===== src/rtl/xcvr_pkg.sv =====
package xcvr_pkg;

  typedef enum logic {
    SRC_LIVE   = 1'b0,
    SRC_STORED = 1'b1
  } src_e;

  typedef struct packed {
    logic a_en;
    logic b_en;
  } drive_t;

endpackage


===== src/rtl/fall_detect.sv =====
module fall_detect (
  input  logic clk,
  input  logic rst,
  input  logic strobe,
  output logic fall
);

  logic prev_q;

  always_ff @(posedge clk) begin
    if (rst) prev_q <= 1'b0;
    else     prev_q <= strobe;
  end

  assign fall = prev_q & ~strobe;

  // two falling edges cannot follow on consecutive clocks
  a_r7_no_double_fall: assert property (@(posedge clk) disable iff (rst)
    fall |=> !fall);

endmodule


===== src/rtl/store_reg.sv =====
module store_reg #(
  parameter int WIDTH = 8
) (
  input  logic             clk,
  input  logic             rst,
  input  logic             load,
  input  logic [WIDTH-1:0] d,
  output logic [WIDTH-1:0] q
);

  logic [WIDTH-1:0] q_r;

  always_ff @(posedge clk) begin
    if (rst)       q_r <= '0;
    else if (load) q_r <= d;
  end

  assign q = q_r;

  a_r7_load_takes_data: assert property (@(posedge clk) disable iff (rst)
    load |=> q == $past(d));

  a_r9_hold_without_load: assert property (@(posedge clk) disable iff (rst)
    !load |=> $stable(q));

endmodule


===== src/rtl/lane_route.sv =====
module lane_route #(
  parameter int WIDTH = 8
) (
  input  logic             drive,
  input  xcvr_pkg::src_e   src,
  input  logic [WIDTH-1:0] live,
  input  logic [WIDTH-1:0] stored,
  output logic [WIDTH-1:0] out
);

  import xcvr_pkg::*;

  logic [WIDTH-1:0] picked;

  always_comb begin
    unique case (src)
      SRC_STORED: picked = stored;
      default:    picked = live;
    endcase
  end

  for (genvar i = 0; i < WIDTH; i++) begin : g_bit
    assign out[i] = drive & picked[i];
  end

endmodule


===== src/rtl/dir_ctrl.sv =====
module dir_ctrl (
  input  logic             rst,
  input  logic             oe_n,
  input  logic             dir_a2b,
  output xcvr_pkg::drive_t en
);

  logic active;

  assign active  = ~rst & ~oe_n;
  assign en.b_en = active & dir_a2b;
  assign en.a_en = active & ~dir_a2b;

endmodule


===== src/rtl/reg_bus_xcvr.sv =====
module reg_bus_xcvr #(
  parameter int WIDTH = 8
) (
  input  logic             clk,
  input  logic             rst,
  input  logic [WIDTH-1:0] a_in,
  input  logic [WIDTH-1:0] b_in,
  input  logic             oe_n,
  input  logic             dir_a2b,
  input  logic             sel_b_stored,
  input  logic             sel_a_stored,
  input  logic             cap_a,
  input  logic             cap_b,
  output logic [WIDTH-1:0] a_out,
  output logic             a_drive,
  output logic [WIDTH-1:0] b_out,
  output logic             b_drive
);

  import xcvr_pkg::*;

  logic             fall_a, fall_b;
  logic [WIDTH-1:0] snap_a, snap_b;
  drive_t           en;

  fall_detect u_fall_a (.clk(clk), .rst(rst), .strobe(cap_a), .fall(fall_a));
  fall_detect u_fall_b (.clk(clk), .rst(rst), .strobe(cap_b), .fall(fall_b));

  store_reg #(.WIDTH(WIDTH)) u_snap_a (
    .clk(clk), .rst(rst), .load(fall_a), .d(a_in), .q(snap_a));
  store_reg #(.WIDTH(WIDTH)) u_snap_b (
    .clk(clk), .rst(rst), .load(fall_b), .d(b_in), .q(snap_b));

  dir_ctrl u_dir (.rst(rst), .oe_n(oe_n), .dir_a2b(dir_a2b), .en(en));

  lane_route #(.WIDTH(WIDTH)) u_to_b (
    .drive(en.b_en), .src(src_e'(sel_b_stored)),
    .live(a_in), .stored(snap_a), .out(b_out));
  lane_route #(.WIDTH(WIDTH)) u_to_a (
    .drive(en.a_en), .src(src_e'(sel_a_stored)),
    .live(b_in), .stored(snap_b), .out(a_out));

  assign a_drive = en.a_en;
  assign b_drive = en.b_en;

  a_r1_quiet_in_reset: assert property (@(posedge clk)
    rst |-> (!a_drive && !b_drive));

  a_r3_one_driver: assert property (@(posedge clk) disable iff (rst)
    !(a_drive && b_drive));

  a_r2_float_when_off: assert property (@(posedge clk) disable iff (rst)
    oe_n |-> (!a_drive && !b_drive));

  a_r4_live_to_b: assert property (@(posedge clk) disable iff (rst)
    (b_drive && !sel_b_stored) |-> b_out == a_in);

  a_r5_live_to_a: assert property (@(posedge clk) disable iff (rst)
    (a_drive && !sel_a_stored) |-> a_out == b_in);

  a_r6_idle_zero: assert property (@(posedge clk) disable iff (rst)
    (!a_drive |-> a_out == '0) and (!b_drive |-> b_out == '0));

endmodule


===== config.mk =====
export PLATFORM = sky130hd
export DESIGN_NAME = reg_bus_xcvr
export DESIGN_NICKNAME = d
export VERILOG_FILES = /design/src/rtl/xcvr_pkg.sv /design/src/rtl/fall_detect.sv /design/src/rtl/store_reg.sv /design/src/rtl/lane_route.sv /design/src/rtl/dir_ctrl.sv /design/src/rtl/reg_bus_xcvr.sv
export SDC_FILE = /design/constraint.sdc
export NUM_CORES = 1
export LEC_CHECK = 0
export BUFFER_PORTS_ARGS = -buffer_cell sky130_fd_sc_hd__buf_2
export CELL_PAD_IN_SITES_DETAIL_PLACEMENT = 0
export CELL_PAD_IN_SITES_GLOBAL_PLACEMENT = 1
export CORE_MARGIN = 1.5
export CORE_UTILIZATION = 33
export CTS_CLUSTER_SIZE = 12
export DETAILED_ROUTE_END_ITERATION = 10
export PLACE_DENSITY = 0.73
export SLEW_MARGIN = 10
export SYNTH_ARGS = -nofsm -noshare
export SYNTH_HDL_FRONTEND = slang
export SYNTH_HIERARCHICAL = 1
export SYNTH_SLANG_ARGS = --single-unit

===== constraint.sdc =====
create_clock -name clk -period 1.31 [get_ports clk]
set_input_delay 0.131 -clock clk [delete_from_list [all_inputs] [get_ports clk]]
set_output_delay 0.131 -clock clk [all_outputs]
set_load 0.005 [all_outputs]

==> results by group <==
Clock tree
  • Max H-tree Level: 1
  • Clock-pin slew on the worst setup and hold paths: 0.10 ns
  • CTS tree: built
  • Post-CTS setup buffers: 0
  • Clk_lat worst skew: 0.29 ns
  • Resized cells post-CTS: 0
  • CTS root buf: clkbuf_4
  • Num CTS Buffers: 3
  • CTS Sinks: 18
  • Maximum clock path buffer count: 2
  • # hold bufs at CTS: 0

Timing
  • Fin crit period: 1.19 ns
  • Max Slew Vio Count: 0
  • RSZ-0062 raised after global routing: false
  • Slew @ Worst Pin: 0.483 ns
  • Setup violators final: 0
  • Clock skew: 0.00217 ns
  • Worst slew margin: 0.676
  • Final hold violations: 0
  • TNS Setup: 0 ns
  • Final worst-path cycle share: 0.911
  • Fmax: 838 MHz

Place
  • Detailed Place HPWL: 1470 µm
  • Placed Cells: 163
  • Final RePlAce weighted congestion: 0.741
  • Port Buffer Count: 41

Worst setup path
  • Critical path launch point: rst
  • Cell repeated most along the worst path: buf_2
  • Worst flop-to-flop path startpoint: u_fall_a/prev_q$_SDFF_PP0_
  • Startpoint types: input port
  • R2R setup slack: 0.31 ns
  • Max incr delay on CP: 0.43 ns
  • Crit. End Element: output port
  • Setup crit end: b_out[4]
  • Critical Path RT: 1.18 ns
  • Reg2Reg Depth: 4
  • CP arrival: 1.06 ns
  • Setup CP Type: in -> out
  • Critical-path cell list: buf_2 > nor3b_2 > nor2b_1 > buf_2
  • Crit path max fanout: 9
  • Slowest cell on crit path: nor3b_2
  • Worst R2R End: u_snap_a/q[4]$_SDFFE_PP0P_

Global route
  • Largest net degree at the start of global routing: 14
  • Vias in the first global route: 755
  • Global-route wire length before repair: 3260 µm
  • GRT overflow: 0
  • Initial antenna violation count: 0
  • Total GRT Usage: 0.129

Logic synthesis
  • #FFs+latches synth: 18
  • Synth Cell Area: 946 µm²
  • Seq/Total Area, Yosys: 0.381
  • Syn Nets: 118
  • Avg Inst Size Synth: 10.1 µm²
  • Yosys warnings: 6
  • Number of distinct library cells after synthesis: 9
  • Post-Synthesis Cells: 94

Pwr
  • P_leak: 0.562 nW
  • Part of the power in registers: 0.565
  • Peak supply drop: 0.000433 V
  • Switching Fraction: 0.251
  • Clock power share: 0.269
  • Cell-internal power: 0.763 mW
  • PwrDens: 862 nW/µm²
  • Psw: 0.256 mW
  • Gate power share: 0.166

Cells and area
  • Share of layout cells above drive strength 1: 0.378
  • Leading cell types in the layout, fill and taps excluded: buf_2 (41), mux2i_1 (32), nor2b_1 (18), dfxtp_1 (18), nor2_1 (16)
  • Area Growth Syn to Fin: 25.0%
  • Commonest non-fill, non-tap cell in the layout: buf_2
  • Ant. Diodes: 0
  • Fin cells: 166
  • Nets: 161

Routing
  • Initial DRT Pass Iterations: 4
  • Routed wire length: 1910 µm
  • Routed Antenna Nets: 0
  • Vias: 773
  • DR vias/cell: 4.66
  • Residual DRC: 0
  • DR WL/cell: 11.5 µm
  • DRC marker count from the first detailed-route iteration: 10

Job
  • Max cap viols: 0

Die
  • Die area: 3200 µm²
  • Starting Density: 0.346
  • Core area: 2730 µm²
  • Die H: 56.5 µm
  • # IOs: 42
  • Row count: 19
  • Die X: 56.5 µm

Outcome
  • Status: completed

Min path
  • Worst min path class: in -> reg
-- cell type report --
type	instances	area, µm²
Clock buffer	3	22.5
Fill cell	290	1550
Multi-Input combinational cell	70	533
Sequential cell	18	360
Tap cell	31	38.8
Timing Repair Buffer	44	228
-- cells by family (layout without fill, tap and decap cells) --
group	after synthesis	count (layout)	synth area share
and+or+nand+nor	38	38	0.225
DFF	18	18	0.381
muxes	32	32	0.339
buffers and inverters	6	47	0.0556
-- Yosys cell counts --
cell type	number	area [µm²]
buf_1	2	7.51
buf_6	4	45.0
dfxtp_1	18	360
mux2i_1	32	320
nor2_1	16	60.1
nor2b_1	18	113
nor2b_2	2	17.5
nor3_2	1	10.0
nor3b_2	1	12.5
-- through the flow --
stage          hold WS [ns]  power, mW  utilization  cell area (µm²)  worst slack [ns]
6_report             0.0641       1.02        0.432             1180             0.117
5_1_grt              0.0655       1.08        0.432             1180            0.0127
4_1_cts              0.0536       1.04        0.432             1180             0.108
3_5_place_dp          0.367      0.760        0.424             1160             0.114
3_3_place_gp          0.359      0.757        0.424             1160             0.156
2_1_floorplan         0.197      0.695            -              946             0.395
-- state kept, by name, indices dropped and copies added (netlist names) --
register / cells
u_fall_a/prev_q: 1
u_fall_b/prev_q: 1
u_snap_a/q: 8
u_snap_b/q: 8
-- metal layers --
metal  track usage  wire, µm  vias up
li1              -         -      395
met1         0.161       895      346
met5             0         0        -
met4        0.0408         0        0
met2         0.216       872       32
met3        0.0346       137        0
-- critical path: cells and delay by family --
| family | cells | cell delay, ns |
|---|---|---|
| buffers and inverters | 2 | 0.28 |
| and+or+nand+nor | 2 | 0.64 |
-- power by group through the flow --
stage	sequential, mW	combinational, mW	clock [mW]
floorplan	0.586	0.109	0
global placement	0.588	0.169	0
detailed placement	0.588	0.172	0
CTS	0.576	0.172	0.291
global route	0.579	0.191	0.313
finish	0.576	0.170	0.274
-- worst min-delay path by stage --
stage                from  cells past startpoint  slack [ns]                         end
floorplan             rst                      1        0.20  u_fall_a/prev_q$_SDFF_PP0_
global placement    cap_a                      2        0.36  u_fall_a/prev_q$_SDFF_PP0_
detailed placement  cap_b                      2        0.37  u_fall_b/prev_q$_SDFF_PP0_
CTS                 cap_b                      2        0.05  u_fall_b/prev_q$_SDFF_PP0_
global route        cap_b                      2        0.07  u_fall_b/prev_q$_SDFF_PP0_
finish              cap_a                      2        0.06  u_fall_a/prev_q$_SDFF_PP0_
No activity file was read; power rests on OpenSTA's default activity.
